`src/rtl/pgcoh_pkg.sv`:
```
package pgcoh_pkg;

    typedef enum logic [1:0] {
        PG_INVALID  = 2'b00,
        PG_SHARED   = 2'b01,
        PG_MODIFIED = 2'b10
    } pg_state_t;

    typedef enum logic {
        F_IDLE = 1'b0,
        F_REQ  = 1'b1
    } upg_fsm_t;

    function automatic pg_state_t decode_state(input logic [1:0] code);
        unique case (code)
            2'b01:   decode_state = PG_SHARED;
            2'b10:   decode_state = PG_MODIFIED;
            default: decode_state = PG_INVALID;
        endcase
    endfunction

endpackage

```
`src/rtl/pgcoh_rr_arb.sv`:
```
module pgcoh_rr_arb #(
    parameter int N_UNITS = 3,
    parameter int UNIT_W  = (N_UNITS > 1) ? $clog2(N_UNITS) : 1
) (
    input  logic               clk,
    input  logic               rst_n,
    input  logic [N_UNITS-1:0] req,
    input  logic [N_UNITS-1:0] mask,
    output logic [N_UNITS-1:0] gnt,
    output logic [UNIT_W-1:0]  gnt_idx
);

    logic [UNIT_W-1:0] ptr_q;
    logic              found;

    always_comb begin
        gnt     = '0;
        gnt_idx = '0;
        found   = 1'b0;
        for (int k = 0; k < N_UNITS; k++) begin
            int cand;
            cand = int'(ptr_q) + k;
            if (cand >= N_UNITS) cand = cand - N_UNITS;
            if (!found && req[cand] && mask[cand]) begin
                gnt[cand] = 1'b1;
                gnt_idx   = UNIT_W'(cand);
                found     = 1'b1;
            end
        end
    end

    always_ff @(posedge clk) begin
        if (!rst_n) begin
            ptr_q <= '0;
        end else if (found) begin
            if (int'(gnt_idx) == N_UNITS - 1) ptr_q <= '0;
            else                              ptr_q <= gnt_idx + UNIT_W'(1);
        end
    end

    // never more than one grant per cycle
    a_r8_single_grant: assert property (@(posedge clk) disable iff (!rst_n)
        $onehot0(gnt));

    // a grant only reaches a unit that requests and is enabled
    a_r9_grant_allowed: assert property (@(posedge clk) disable iff (!rst_n)
        (gnt & ~(req & mask)) == '0);

endmodule

```
`src/rtl/pgcoh_unit.sv`:
```
module pgcoh_unit
    import pgcoh_pkg::*;
#(
    parameter int N_UNITS = 3,
    parameter int N_PAGES = 4,
    parameter int VPN_W   = 8,
    parameter int UNIT_ID = 0,
    parameter int UNIT_W  = (N_UNITS > 1) ? $clog2(N_UNITS) : 1,
    parameter int SLOT_W  = (N_PAGES > 1) ? $clog2(N_PAGES) : 1
) (
    input  logic               clk,
    input  logic               rst_n,
    input  logic               acc_req,
    input  logic               acc_we,
    input  logic [VPN_W-1:0]   acc_vpn,
    output logic               acc_stall,
    output logic               acc_miss,
    input  logic               sw_wr,
    input  logic [SLOT_W-1:0]  sw_slot,
    input  logic [VPN_W-1:0]   sw_vpn,
    input  logic [1:0]         sw_state,
    output logic               bus_req,
    input  logic               bus_gnt,
    output logic [VPN_W-1:0]   up_vpn,
    input  logic               snp_valid,
    input  logic [UNIT_W-1:0]  snp_src,
    input  logic [VPN_W-1:0]   snp_vpn,
    output logic [N_PAGES-1:0] dirty_o,
    output logic               fault_o
);

    pg_state_t          st_a  [N_PAGES];
    logic [VPN_W-1:0]   tag_a [N_PAGES];
    logic [N_PAGES-1:0] hit_v;
    logic [N_PAGES-1:0] snp_hit;
    logic [N_PAGES-1:0] snp_mod_hit;
    logic               any_hit;
    logic [SLOT_W-1:0]  hit_slot;
    logic               need_up;
    logic               remote_snp;
    logic               sw_on_pending;
    upg_fsm_t           fsm_q, fsm_d;
    logic [SLOT_W-1:0]  slot_q;
    logic [VPN_W-1:0]   vpn_q;

    assign remote_snp = snp_valid && (snp_src != UNIT_W'(UNIT_ID));

    for (genvar s = 0; s < N_PAGES; s++) begin : g_slot
        pg_state_t        st_q;
        logic [VPN_W-1:0] tag_q;
        logic             sw_here;

        assign sw_here = sw_wr && (sw_slot == SLOT_W'(s));

        always_ff @(posedge clk) begin
            if (!rst_n) begin
                st_q  <= PG_INVALID;
                tag_q <= '0;
            end else if (sw_here) begin
                st_q  <= decode_state(sw_state);
                tag_q <= sw_vpn;
            end else if (snp_hit[s]) begin
                if (st_q == PG_SHARED) st_q <= PG_INVALID;
            end else if (fsm_q == F_REQ && bus_gnt && slot_q == SLOT_W'(s)) begin
                st_q <= PG_MODIFIED;
            end
        end

        assign st_a[s]        = st_q;
        assign tag_a[s]       = tag_q;
        assign hit_v[s]       = (st_q != PG_INVALID) && (tag_q == acc_vpn);
        assign snp_hit[s]     = remote_snp && (st_q != PG_INVALID) && (tag_q == snp_vpn);
        assign snp_mod_hit[s] = snp_hit[s] && (st_q == PG_MODIFIED);
        assign dirty_o[s]     = (st_q == PG_MODIFIED);

        // a remote broadcast drops a shared copy on the next edge
        a_r5_shared_dropped: assert property (@(posedge clk) disable iff (!rst_n)
            (snp_hit[s] && st_q == PG_SHARED && !sw_here) |=> (st_q == PG_INVALID));
    end

    always_comb begin
        any_hit  = 1'b0;
        hit_slot = '0;
        for (int s = N_PAGES - 1; s >= 0; s--) begin
            if (hit_v[s]) begin
                any_hit  = 1'b1;
                hit_slot = SLOT_W'(s);
            end
        end
    end

    assign need_up       = acc_req && acc_we && any_hit && (st_a[hit_slot] == PG_SHARED);
    assign sw_on_pending = sw_wr && (sw_slot == slot_q);

    // next-state logic
    always_comb begin
        fsm_d = fsm_q;
        unique case (fsm_q)
            F_IDLE: if (need_up) fsm_d = F_REQ;
            F_REQ: begin
                if (bus_gnt)                                fsm_d = F_IDLE;
                else if (snp_hit[slot_q] || sw_on_pending)  fsm_d = F_IDLE;
            end
            default: fsm_d = F_IDLE;
        endcase
    end

    // state register
    always_ff @(posedge clk) begin
        if (!rst_n) begin
            fsm_q  <= F_IDLE;
            slot_q <= '0;
            vpn_q  <= '0;
        end else begin
            fsm_q <= fsm_d;
            if (fsm_q == F_IDLE && need_up) begin
                slot_q <= hit_slot;
                vpn_q  <= acc_vpn;
            end
        end
    end

    // outputs
    always_comb begin
        bus_req   = 1'b0;
        acc_stall = 1'b0;
        acc_miss  = 1'b0;
        unique case (fsm_q)
            F_IDLE: begin
                acc_stall = need_up;
                acc_miss  = acc_req && !any_hit;
            end
            F_REQ: begin
                bus_req   = 1'b1;
                acc_stall = 1'b1;
            end
            default: ;
        endcase
    end

    assign up_vpn = vpn_q;

    always_ff @(posedge clk) begin
        if (!rst_n)            fault_o <= 1'b0;
        else if (sw_wr)        fault_o <= 1'b0;
        else if (|snp_mod_hit) fault_o <= 1'b1;
    end

    // waiting for the bus always stalls the accelerator
    a_r4_wait_stalls: assert property (@(posedge clk) disable iff (!rst_n)
        (fsm_q == F_REQ) |-> acc_stall);

    // a granted upgrade leaves the page modified
    a_r4_grant_modifies: assert property (@(posedge clk) disable iff (!rst_n)
        (fsm_q == F_REQ && bus_gnt && !sw_on_pending) |=> dirty_o[slot_q]);

    // a snoop hitting a modified page raises the fault
    a_r6_fault_raised: assert property (@(posedge clk) disable iff (!rst_n)
        ((|snp_mod_hit) && !sw_wr) |=> fault_o);

endmodule

```
`src/rtl/pgcoh_cluster.sv`:
```
module pgcoh_cluster #(
    parameter int N_UNITS = 3,
    parameter int N_PAGES = 4,
    parameter int VPN_W   = 8,
    localparam int UNIT_W = (N_UNITS > 1) ? $clog2(N_UNITS) : 1,
    localparam int SLOT_W = (N_PAGES > 1) ? $clog2(N_PAGES) : 1
) (
    input  logic                       clk,
    input  logic                       rst_n,
    input  logic [N_UNITS-1:0]         acc_req,
    input  logic [N_UNITS-1:0]         acc_we,
    input  logic [N_UNITS*VPN_W-1:0]   acc_vpn,
    output logic [N_UNITS-1:0]         acc_stall,
    output logic [N_UNITS-1:0]         acc_miss,
    input  logic                       sw_wr,
    input  logic [UNIT_W-1:0]          sw_unit,
    input  logic [SLOT_W-1:0]          sw_slot,
    input  logic [VPN_W-1:0]           sw_vpn,
    input  logic [1:0]                 sw_state,
    input  logic [N_UNITS-1:0]         arb_mask,
    output logic [N_UNITS*N_PAGES-1:0] pg_dirty,
    output logic [N_UNITS-1:0]         coh_fault,
    output logic                       bus_valid,
    output logic [UNIT_W-1:0]          bus_src,
    output logic [VPN_W-1:0]           bus_vpn
);

    logic [N_UNITS-1:0] bus_req;
    logic [N_UNITS-1:0] gnt;
    logic [UNIT_W-1:0]  gnt_idx;
    logic [VPN_W-1:0]   up_vpn [N_UNITS];

    pgcoh_rr_arb #(
        .N_UNITS (N_UNITS),
        .UNIT_W  (UNIT_W)
    ) u_arb (
        .clk     (clk),
        .rst_n   (rst_n),
        .req     (bus_req),
        .mask    (arb_mask),
        .gnt     (gnt),
        .gnt_idx (gnt_idx)
    );

    for (genvar u = 0; u < N_UNITS; u++) begin : g_unit
        pgcoh_unit #(
            .N_UNITS (N_UNITS),
            .N_PAGES (N_PAGES),
            .VPN_W   (VPN_W),
            .UNIT_ID (u),
            .UNIT_W  (UNIT_W),
            .SLOT_W  (SLOT_W)
        ) u_unit (
            .clk       (clk),
            .rst_n     (rst_n),
            .acc_req   (acc_req[u]),
            .acc_we    (acc_we[u]),
            .acc_vpn   (acc_vpn[u*VPN_W +: VPN_W]),
            .acc_stall (acc_stall[u]),
            .acc_miss  (acc_miss[u]),
            .sw_wr     (sw_wr && (sw_unit == UNIT_W'(u))),
            .sw_slot   (sw_slot),
            .sw_vpn    (sw_vpn),
            .sw_state  (sw_state),
            .bus_req   (bus_req[u]),
            .bus_gnt   (gnt[u]),
            .up_vpn    (up_vpn[u]),
            .snp_valid (bus_valid),
            .snp_src   (bus_src),
            .snp_vpn   (bus_vpn),
            .dirty_o   (pg_dirty[u*N_PAGES +: N_PAGES]),
            .fault_o   (coh_fault[u])
        );
    end

    always_comb begin
        bus_vpn = '0;
        for (int u = 0; u < N_UNITS; u++) begin
            if (gnt[u]) bus_vpn = bus_vpn | up_vpn[u];
        end
    end

    assign bus_valid = |gnt;
    assign bus_src   = gnt_idx;

    // one broadcast per upgrade, never two back-to-back from one unit
    a_r10_single_cycle: assert property (@(posedge clk) disable iff (!rst_n)
        bus_valid |=> !(bus_valid && bus_src == $past(bus_src)));

    // a masked unit never broadcasts
    a_r9_mask_respected: assert property (@(posedge clk) disable iff (!rst_n)
        bus_valid |-> arb_mask[bus_src]);

endmodule

```
`config.mk`:
```
export PLATFORM = sky130hd
export DESIGN_NAME = pgcoh_cluster
export DESIGN_NICKNAME = d
export VERILOG_FILES = /design/src/rtl/pgcoh_pkg.sv /design/src/rtl/pgcoh_rr_arb.sv /design/src/rtl/pgcoh_unit.sv /design/src/rtl/pgcoh_cluster.sv
export SDC_FILE = /design/constraint.sdc
export NUM_CORES = 1
export LEC_CHECK = 0
export BUFFER_PORTS_ARGS = -buffer_cell sky130_fd_sc_hd__buf_2
export CAP_MARGIN = 40
export CELL_PAD_IN_SITES_DETAIL_PLACEMENT = 1
export CELL_PAD_IN_SITES_GLOBAL_PLACEMENT = 2
export CORE_ASPECT_RATIO = 0.75
export CORE_MARGIN = 2
export CORE_UTILIZATION = 36
export DETAILED_ROUTE_END_ITERATION = 10
export PLACE_DENSITY_LB_ADDON = 0.1
export SLEW_MARGIN = 0
export SYNTH_ARGS = -nofsm -noshare
export SYNTH_HDL_FRONTEND = slang
export SYNTH_SLANG_ARGS = --single-unit
```
`constraint.sdc`:
```
create_clock -name clk -period 4.2 [get_ports clk]
set_input_delay 0.42 -clock clk [delete_from_list [all_inputs] [get_ports clk]]
set_output_delay 0.42 -clock clk [all_outputs]
set_load 0.02 [all_outputs]
```
; ---- Word level (Yosys, flattened, before mapping)
; Index checks and enable logic that the tools add are counted.
; Widths: inputs -> output; s select.
[classes]
magnitude_cmp = 15
mux = 149
addsub = 6
bitwise = 11
eq_ne = 85
n_reduce_logical = 164
[ops]
columns = op, count
row1 = $eq 8x8->1, 24
row2 = $mux 2, 70
row3 = $logic_and 1x1->1, 107
row4 = $ge 32x1->1 const B, 3
row5 = $lt 32x4->1 const B, 3
row6 = $mux 32, 3
row7 = $ge 32x3->1 const B, 2
row8 = $sub 32x3->32 const B, 2
row9 = $mux 1, 48
row10 = $eq 2x2->1 const B, 23
row11 = $eq 2x1->1 const B, 21
row12 = $ne 3x3->1 const B, 12
row13 = $reduce_bool 3->1, 12
row14 = $reduce_bool 2->1, 13
row15 = $mux 8, 3
row16 = $reduce_and 2->1, 12
row17 = $bmux 1 s2, 9
row18 = $or 8x8->8, 2
row19 = $bmux 2 s2, 3
row20 = $pmux 1 s2, 6
row21 = $reduce_or 4->1, 3
row22 = $logic_not 2->1, 5
row23 = $ge 3x3->1 const B, 3
row24 = $lt 2x3->1 const B, 3
row25 = other kinds (18), 38
[word_totals]
regBits = 158
output_inout_bits = 32
in_bits = 50
elab_cells = 467

; ---- Depth between registers and ports, before layout
; Gate-level depths: netlist (run 1).
[depth]
depth_word = 28
ltp_mapped = 16
ltp_nobuf = 12

; ---- By module
; Synthesis (run 1) repeated with hierarchy kept, for this count alone.
[hier_totals]
cells_unflattened = 1274
hier_area_um2 = 10179.8
[by_module_without_submodules]
columns = module, seq_area_each_um2, area_per_inst_um2, cells_per_inst, n_inst
row1 = pgcoh_unit (g_unit[1].u_unit ...), 1041.0, 3206.8, 401, 2
row2 = pgcoh_unit (g_unit[0].u_unit), 1041.0, 3164.3, 391, 1
row3 = pgcoh_rr_arb, 40.0, 439.2, 58, 1
row4 = pgcoh_cluster, 0.0, 162.7, 23, 1

; ---- Least setup slack after synthesis (run 1)
; No wires, ideal clock.
[synth_timing]
path_kind = register to register
startpoint = register u_arb.ptr_q[0]
endpoint = register g_unit[2].u_unit.fsm_q
slack_ns = 0.389
required_time_ns = 4.080
period_less_slack_ns = 3.811
stages_incl_launch_ff = 15
t_arrival_ns = 3.691
setup_ns = 0.120
path_buffers = 2
cell_sequence = dfxtp_1 inv_1 ha_1 buf_2 or2_1 o221ai_4 a32o_1 o21ai_1 nand3_1 clkbuf_1 xor2_1 or4_1 nor3_1 a211oi_1 a211o_1
[synth_between]
elab_chain_cells = 28
word_cells_on_any_way = 87
cone_classes = 5 x add/sub / 9 x order compare / 5 x eq/ne / 43 x mux / 4 x bitwise / 21 x reduce/logical
[synth_rtl]
columns = element, line_no
row1 = start: declaration, pgcoh_rr_arb.sv:13  ; logic [UNIT_W-1:0] ptr_q;
row2 = start signal: assignment, pgcoh_rr_arb.sv:37  ; else ptr_q <= gnt_idx + UNIT_W'(1);
row3 = branches (longest 14 deep; another with $sub 32x3->32), --
row4 = $mux 3 *, pgcoh_rr_arb.sv:24  ; if (!found && req[cand] && mask[cand]) begin
row5 = $mux 8, pgcoh_cluster.sv:79  ; if (gnt[u]) bus_vpn = bus_vpn | up_vpn[u];
row6 = $or 8x8->8, pgcoh_cluster.sv:79
row7 = $mux 8, pgcoh_cluster.sv:79
row8 = $or 8x8->8, pgcoh_cluster.sv:79
row9 = $mux 8 *, pgcoh_cluster.sv:79
row10 = named net bus_vpn[6], pgcoh_cluster.sv:25  ; output logic [VPN_W-1:0] bus_vpn
row11 = $eq 8x8->1, pgcoh_unit.sv:72  ; assign snp_hit[s] = remote_snp && (st_q != PG_INVALID) && (tag_q == snp_vpn);
row12 = $logic_and 1x1->1, pgcoh_unit.sv:72
row13 = $bmux 1 s2 *, pgcoh_unit.sv:102  ; else if (snp_hit[slot_q] || sw_on_pending) fsm_d = F_IDLE;
row14 = $mux 1 (not written as such) *, pgcoh_unit.sv:102
row15 = $logic_or 1x1->1 *, pgcoh_unit.sv:102
row16 = $mux 1 *, pgcoh_unit.sv:102
row17 = $mux 1 *, pgcoh_unit.sv:101  ; if (bus_gnt) fsm_d = F_IDLE;
row18 = $pmux 1 s2 *, pgcoh_unit.sv:98  ; unique case (fsm_q)
row19 = end signal: assignment, pgcoh_unit.sv:115  ; fsm_q <= fsm_d;
row20 = end: declaration, pgcoh_unit.sv:42  ; upg_fsm_t fsm_q, fsm_d;
; Mark *: on every way through the listed nets, which the timed path passes. The select of a mux whose other input is x is not followed.
; A chain may end at the register's enable or synchronous reset.

; ---- Worst setup path in the final report (run 1)
[layout_timing]
startpoint = register u_arb.ptr_q[0]
endpoint = register g_unit[0].u_unit.g_slot[0].st_q[0]
[layout_between]
elab_chain_cells = 24
word_cells_on_any_way = 79
cone_classes = 5 x add/sub / 9 x order compare / 2 x eq/ne / 40 x mux / 4 x bitwise / 19 x reduce/logical
[layout_rtl]
columns = element, line_no
row1 = branches (longest 24 deep; another with $sub 32x3->32), --
row2 = end signal: assignment, pgcoh_unit.sv:60  ; st_q <= decode_state(sw_state);
row3 = end: declaration, pgcoh_unit.sv:49  ; pg_state_t st_q;
; Several ways; the timed one is not identified. The select of a mux whose other input is x is not followed.

==> impl_metrics.py, run 1 <==
metrics = {
    "global_route": {
        "use_met1": 0.4269,
        "grt_pass1_wl_um": 62260,
        "track_usage": 0.2923,
        "globalRouteOverflowTotal": 0,
        "antenna_found_initial": 0,
        "first_global_vias": 9594,
        "grt_max_degree": 72,
        "busiest_layer": "met2",
        "gr-usage-met2": 0.4413,
        "grtUsageMet3": 0.05785,
    },
    "synthesis": {
        "syn_area_mm2": 0.009854,
        "syn_nets": 1333,
        "synthDistinctLibCells": 75,
        "asyncSetResetFlopFracSynth": 0,
        "synth_top_flop_cell": "dfxtp_1",
        "synth_edf_count": 0,
        "synth_area_leaders": "dfxtp_1 32%, xnor2_1 11%, nand2_1 9.1%",
        "synth.top_cell.area_share": 0.3210,
        "ys_warn_count": 0,
        "synth-seq-area-share": 0.3210,
        "syn_area_per_cell_um2": 7.705,
        "ys_seq_elements": 158,
        "yosysTopAreaCell": "dfxtp_1",
        "synth_cells": 1279,
    },
    "pwr": {
        "pwr-share-clk": 0.478,
        "seqPwrFrac": 0.426,
        "intPower_mw": 2.638,
        "p_sw_frac": 0.2675,
        "vdd_drop_max_mv": 0.2440,
        "fin_total_pwr_mw": 3.602,
        "power_frac_comb": 0.096,
        "power.density_mw_per_mm2": 316.0,
        "p_switching_mw": 0.9634,
        "p_leak_nw": 4.416,
    },
    "place": {
        "place_ws_ns": 0.05412,
        "dpl-instance-area_mm2": 0.01069,
        "port_buffers": 81,
        "gp_congestion": 0.8589,
        "dp_hpwl_um": 30610,
    },
    "floorplan": {
        "die_y_um": 147.3,
        "dieArea_mm2": 0.02873,
        "initial_utilization": 0.3658,
        "pin_count": 82,
        "floorplan.rows": 52,
        "die_x_um": 195.0,
        "coreArea_mm2": 0.02694,
    },
    "layout": {
        "nFillCells": 3291,
        "drive_gt1_frac": 0.1509,
        "post-route-cell-area_mm2": 0.01140,
        "layout.area.seq_mm2": 0.003163,
        "multi_input_area_mm2": 0.006235,
        "area_delta_synth_final_pct": 15.67,
        "num-nets-final": 1387,
        "n_antenna_cell": 0,
    },
    "routing": {
        "wl_um": 41630,
        "drtPass1Iterations": 5,
        "drt-vias-per-instance": 5.728,
        "ant_nets": 0,
        "wl_per_cell_um": 24.55,
        "drcViolationCount": 0,
        "drt_iter0_drc": 656,
        "via_count": 9714,
    },
    "critical_path": {
        "crit_arrival_ns": 4.32,
        "regToRegStartpoint": "u_arb.ptr_q[0]",
        "critical_path_required_ns": 4.52,
        "r2r_setup_slack_ns": 0.20,
        "worst_setup_path_end_kind": "flip-flop",
        "cpPeakStageDelay_ns": 0.55,
        "start_kind": "flip-flop",
        "cp_common_cell": "or2_1",
        "cp_slowest_cell": "or4_4",
        "path_cells": "inv_1 -> ha_2 -> or2_1 -> o221ai_4 -> nor4_2 -> buf_4 -> o21a_2 -> or4_1 -> a211o_1 -> or4_4 -> or2_1 -> o2111ai_1 -> a21oi_1",
        "path_max_fanout": 12,
        "timing.rr.end": "g_unit[0].u_unit.g_slot[0].st_q[0]",
        "crit_type": "flip-flop to flip-flop",
        "reg2reg_depth": 13,
    },
    "timing": {
        "setup-violations-final": 0,
        "period_minus_slack_ns": 4.001,
        "tightest_slew_ns": 0.9240,
        "hold_ws_ns": 0.3740,
        "relSlewSlack": 0.3817,
        "max_freq_mhz": 249.9,
        "final_hold_viol_count": 0,
        "drv_slew": 0,
        "setup_slack_ns": 0.1987,
        "finalClockSkew_ns": 0.01605,
        "finalCritPeriodShare": 0.9527,
        "rsz0062_at_grt": "no",
        "setup_tns_ns": 0,
    },
    "status": {
        "status": "complete, no violations",
    },
    "job": {
        "drv_cap": 0,
    },
    "cts": {
        "htreeDepth": 4,
        "cts_sinks": 158,
        "cts_root_buf": "clkbuf_16",
        "clock_path_buffers": 2,
        "clk_pin_slew_ns": 0.07,
        "clk_latency_ns": 0.45,
        "cts_tree": "built",
        "cts_buffers": 17,
    },
    "worst_hold_path": {
        "min_to": "g_unit[1].u_unit.g_slot[1].st_q[0]",
        "holdPathStages": 4,
        "min_from": "sw_state[1]",
        "hold_class": "primary input to flip-flop",
    },
}
[Yosys cell counts, types with 9 or more instances]
master / instances
o21ai_0: 16
o311a_1: 11
buf_2: 10
nor3_1: 26
nand4_1: 32
nor2_1: 82
a21oi_1: 116
nand2b_1: 9
nor4_1: 16
a31oi_1: 16
nand3_1: 38
or4_1: 16
buf_4: 12
dfxtp_1: 158
nor4b_1: 9
mux2i_1: 31
xor2_1: 54
nand2_1: 239
o21a_1: 16
clkbuf_1: 73
xnor2_1: 119
o21ai_1: 13
nor2b_1: 22
inv_1: 19
[area by class of cell]
class / instances / area share
Multi-Input combinational cell: 1003 / 0.5470
Sequential cell: 158 / 0.2775
Timing Repair Buffer: 133 / 0.07508
Clock buffer: 19 / 0.03886
Tap cell: 351 / 0.03853
Clock inverter: 12 / 0.01625
Inverter: 20 / 0.006806
[how the worst max path moves through the flow]
stage,depth (start not counted),to,slack [ns],start
global placement,14,g_unit[0].u_unit.g_slot[0].st_q[0],0.16,u_arb.ptr_q[0]
finish,13,g_unit[0].u_unit.g_slot[0].st_q[0],0.20,u_arb.ptr_q[0]
CTS,14,g_unit[0].u_unit.fault_o,0.02,u_arb.ptr_q[0]
global route,15,g_unit[0].u_unit.g_slot[3].st_q[1],0.003,u_arb.ptr_q[0]
floorplan,14,g_unit[2].u_unit.fsm_q,0.39,u_arb.ptr_q[0]
detailed placement,14,g_unit[0].u_unit.fault_o,0.05,u_arb.ptr_q[0]
[logic make-up (layout without fill, tap and decap cells)]
kind of cell | after synthesis | in the layout | synth area share
DFF | 158 | 158 | 0.3210
adders and majority gates | 4 | 4 | 0.005079
AOI/OAI and AO/OA | 253 | 253 | 0.1668
xor gates and xnor gates | 173 | 173 | 0.1538
buffers and inverters | 118 | 184 | 0.05079
and+or+nand+nor | 540 | 540 | 0.2688
muxes | 33 | 33 | 0.03377
[metrics by stage]
stage          instances    util
6_report            1696  0.4232
5_1_grt             1696  0.4232
4_1_cts             1691  0.4202
3_5_place_dp        1660  0.3969
3_3_place_gp        1654  0.3940
2_1_floorplan       1279       -
[power by group through the flow]
stage          sequential, mW  combinational, mW  clock, mW
3_5_place_dp             1.57              0.338          0
2_1_floorplan            1.56              0.200          0
5_1_grt                  1.54              0.367       1.80
4_1_cts                  1.53              0.339       1.75
3_3_place_gp             1.57              0.328          0
6_report                 1.53              0.345       1.72
[routing by layer]
| layer | vias to the layer above | wire length, um |
|---|---|---|
| li1 | 4560 | - |
| met2 | 278 | 17950 |
| met3 | 47 | 2469 |
| met5 | - | 0 |
| met4 | 0 | 801 |
| met1 | 4829 | 20410 |
[cell usage in the layout, fill, tap and decap left out, drive strengths merged, types with 9 or more instances in the layout]
| master | count |
|---|---|
| nand4 | 32 |
| or4 | 17 |
| a31oi | 16 |
| nand3 | 39 |
| o311a | 11 |
| dfxtp | 158 |
| nor4 | 19 |
| clkbuf | 19 |
| inv | 22 |
| nand2b | 9 |
| nor2b | 22 |
| or2 | 10 |
| nand2 | 240 |
| o21ai | 32 |
| a21oi | 116 |
| xor2 | 54 |
| xnor2 | 119 |
| nor2 | 83 |
| nor4b | 9 |
| buf | 133 |
| nor3 | 26 |
| o21a | 16 |
| mux2i | 31 |
[sequential cells by signal, indices dropped and copies added, names as in the netlist]
| register | count |
|---|---|
| g_unit.u_unit.fault_o | 3 |
| u_arb.ptr_q | 2 |
| g_unit.u_unit.slot_q | 6 |
| g_unit.u_unit.fsm_q | 3 |
| g_unit.u_unit.g_slot.st_q | 24 |
| g_unit.u_unit.up_vpn | 24 |
| g_unit.u_unit.g_slot.tag_q | 96 |
[what timing repair did]
item	CTS	global route
setup buffers	0	4
resized for setup	0	11
hold buffers	0	0
endpoints found under the setup margin	0	26
[worst max-delay path: cells and delay by family (launching register included)]
kind / cells / cell delay (ns)
DFF: 1 / 0.36
adders and majority gates: 1 / 0.34
AOI/OAI and AO/OA: 5 / 1.20
and+or+nand+nor: 5 / 1.69
buffers and inverters: 2 / 0.30
(Power assumes the default switching activity.)
==> run 2: changes to the inputs <==
- CORE_UTILIZATION: 36 -> 32
==> run 2 against run 1 <==
Compared with the run above: final cell count up 3.5%; combinational power up 2%; utilization down 4.3 points; die area up 12%; hold slack worse by 0.037 ns; global-route usage down 1.5 points; power down 4.1%; clock power down 9%; sequential share of layout area down 0.18 points; fmax up 0.11%; first-iteration DRC count up 0.15%; clock skew down 0.0017 ns.
==> impl_metrics.py, run 2 (synthesized netlist as in run 1, its figures left out) <==
metrics = {
    "layout": {
        "area_delta_synth_final_pct": 16.43,
        "top_register": "g_unit.u_unit.g_slot.tag_q",
        "drive_gt1_frac": 0.1592,
        "largest_register_ffs": 96,
        "num-nets-final": 1399,
        "final_common_cell": "nand2_1",
        "final_cell_mix": "239 x nand2_1, 158 x dfxtp_1, 119 x xnor2_1",
        "final_cells": 1756,
        "n_antenna_cell": 0,
    },
    "timing": {
        "relSlewSlack": 0.4002,
        "finalCritPeriodShare": 0.9516,
        "drv_slew": 0,
        "setup-violations-final": 0,
        "tightest_slew_ns": 0.8964,
        "max_freq_mhz": 250.2,
        "setup_tns_ns": 0,
        "rsz0062_at_grt": "no",
        "period_minus_slack_ns": 3.997,
        "finalClockSkew_ns": 0.01434,
        "final_hold_viol_count": 0,
    },
    "cts": {
        "cts_root_buf": "clkbuf_16",
        "post_cts_buffers": 0,
        "cts_hold_buf": 0,
        "clk_latency_ns": 0.46,
        "clk_pin_slew_ns": 0.07,
        "cts_tree": "built",
        "cts-resized-gates": 0,
        "cts_buffers": 17,
        "cts_sinks": 158,
        "htreeDepth": 4,
        "clock_path_buffers": 2,
    },
    "critical_path": {
        "critical_path_required_ns": 4.57,
        "worst_setup_path_end_kind": "flip-flop",
        "reg2reg_depth": 13,
        "start_kind": "flip-flop",
        "crit_arrival_ns": 4.36,
        "regToRegStartpoint": "u_arb.ptr_q[1]",
        "path_max_fanout": 13,
        "crit_type": "flip-flop to flip-flop",
        "timing.rr.end": "g_unit[2].u_unit.fault_o",
        "r2r_setup_slack_ns": 0.20,
    },
    "routing": {
        "drcViolationCount": 0,
        "drtPass1Iterations": 7,
        "ant_nets": 0,
        "wl_per_cell_um": 24.82,
        "wl_um": 43590,
        "drt_iter0_drc": 657,
        "drt-vias-per-instance": 5.497,
        "via_count": 9653,
    },
    "place": {
        "gp_congestion": 0.8511,
        "dpl.cell_count": 1725,
        "port_buffers": 81,
        "dp_hpwl_um": 32430,
    },
    "floorplan": {
        "die_y_um": 156.0,
        "coreArea_mm2": 0.03021,
        "die_x_um": 206.6,
        "pin_count": 82,
        "dieArea_mm2": 0.03223,
        "floorplan.rows": 55,
        "initial_utilization": 0.3262,
    },
    "worst_hold_path": {
        "min_from": "sw_state[1]",
        "holdPathStages": 4,
        "hold_class": "primary input to flip-flop",
        "min_to": "g_unit[2].u_unit.g_slot[3].st_q[0]",
    },
    "status": {
        "status": "complete, no violations",
    },
    "global_route": {
        "globalRouteOverflowTotal": 0,
        "first_global_vias": 9511,
        "grt_max_degree": 63,
        "grt_pass1_wl_um": 64270,
        "antenna_found_initial": 0,
        "track_usage": 0.2772,
    },
    "pwr": {
        "vdd_drop_max_mv": 0.2013,
        "power.density_mw_per_mm2": 301.1,
        "p_leak_nw": 4.444,
    },
    "job": {
        "drv_cap": 0,
    },
}
==> run 2: cell types whose count changed in the layout (fill, tap and decap cells not counted), sizes merged <==
cell,previous run,this run
buf,133,145
clkinvlp,1,2
clkbuf,19,20
clkinv,5,6
bufinv,4,1
==> run 2: how the worst max path moves through the flow <==
stage,from,endpoint,cells past startpoint
global placement,u_arb.ptr_q[0],g_unit[2].u_unit.g_slot[2].st_q[1],15
detailed placement,u_arb.ptr_q[0],g_unit[0].u_unit.g_slot[0].st_q[0],14
global route,u_arb.ptr_q[1],g_unit[0].u_unit.fault_o,14
CTS,u_arb.ptr_q[0],g_unit[0].u_unit.fault_o,14
floorplan,u_arb.ptr_q[0],g_unit[2].u_unit.fsm_q,14
finish,u_arb.ptr_q[1],g_unit[2].u_unit.fault_o,13
==> run 2: per-layer routing <==
| layer | wire length (um) | vias up | GRT usage |
|---|---|---|---|
| met5 | 0 | - | 0 |
| met4 | 762 | 0 | 0.07041 |
| met3 | 2876 | 39 | 0.06245 |
| met2 | 17810 | 286 | 0.3977 |
| met1 | 22140 | 4747 | 0.4120 |
| li1 | - | 4581 | - |
==> run 2: critical path, stage by stage (launching register included) <==
cell and delay (ns):
dfxtp_1 0.40, inv_1 0.08, ha_1 0.31, or2_1 0.29, o221ai_4 0.30, buf_4 0.19
a31o_4 0.26, nor4_1 0.10, or2_2 0.38, or4b_1 0.48, or4_1 0.52, nor2_2 0.19
a222oi_1 0.13, a211oi_1 0.28
==> run 2: power breakdown <==
group          internal [mW]  switching [mW]  total (mW)
Combinational          0.111           0.242       0.353
Sequential              1.51          0.0211        1.53
Clock                  0.850           0.717        1.57
Total                   2.48           0.979        3.45
==> run 2: metrics by stage <==
| step | instance area (um2) | setup slack [ns] | hold WS (ns) | power, mW | utilization |
|---|---|---|---|---|---|
| floorplan | 9854 | 0.3889 | 0.4535 | 1.761 | - |
| global placement | 10830 | 0.1480 | 0.4843 | 1.910 | 0.3584 |
| detailed placement | 10880 | 0.09709 | 0.4892 | 1.917 | 0.3603 |
| CTS | 11450 | 0.08555 | 0.3168 | 3.483 | 0.3790 |
| global route | 11470 | 0.01311 | 0.3460 | 3.576 | 0.3798 |
| finish | 11470 | 0.2032 | 0.3365 | 3.454 | 0.3798 |
==> run 2: layout make-up <==
type | count | area, um2
clock inverters | 11 | 110.1
fillers | 3690 | 18740
clock buffers | 20 | 456.7
flip-flops and latches | 158 | 3163
repair buffers | 145 | 950.9
multi-input cells | 1003 | 6216
inverters | 20 | 77.57
well taps | 399 | 499.2
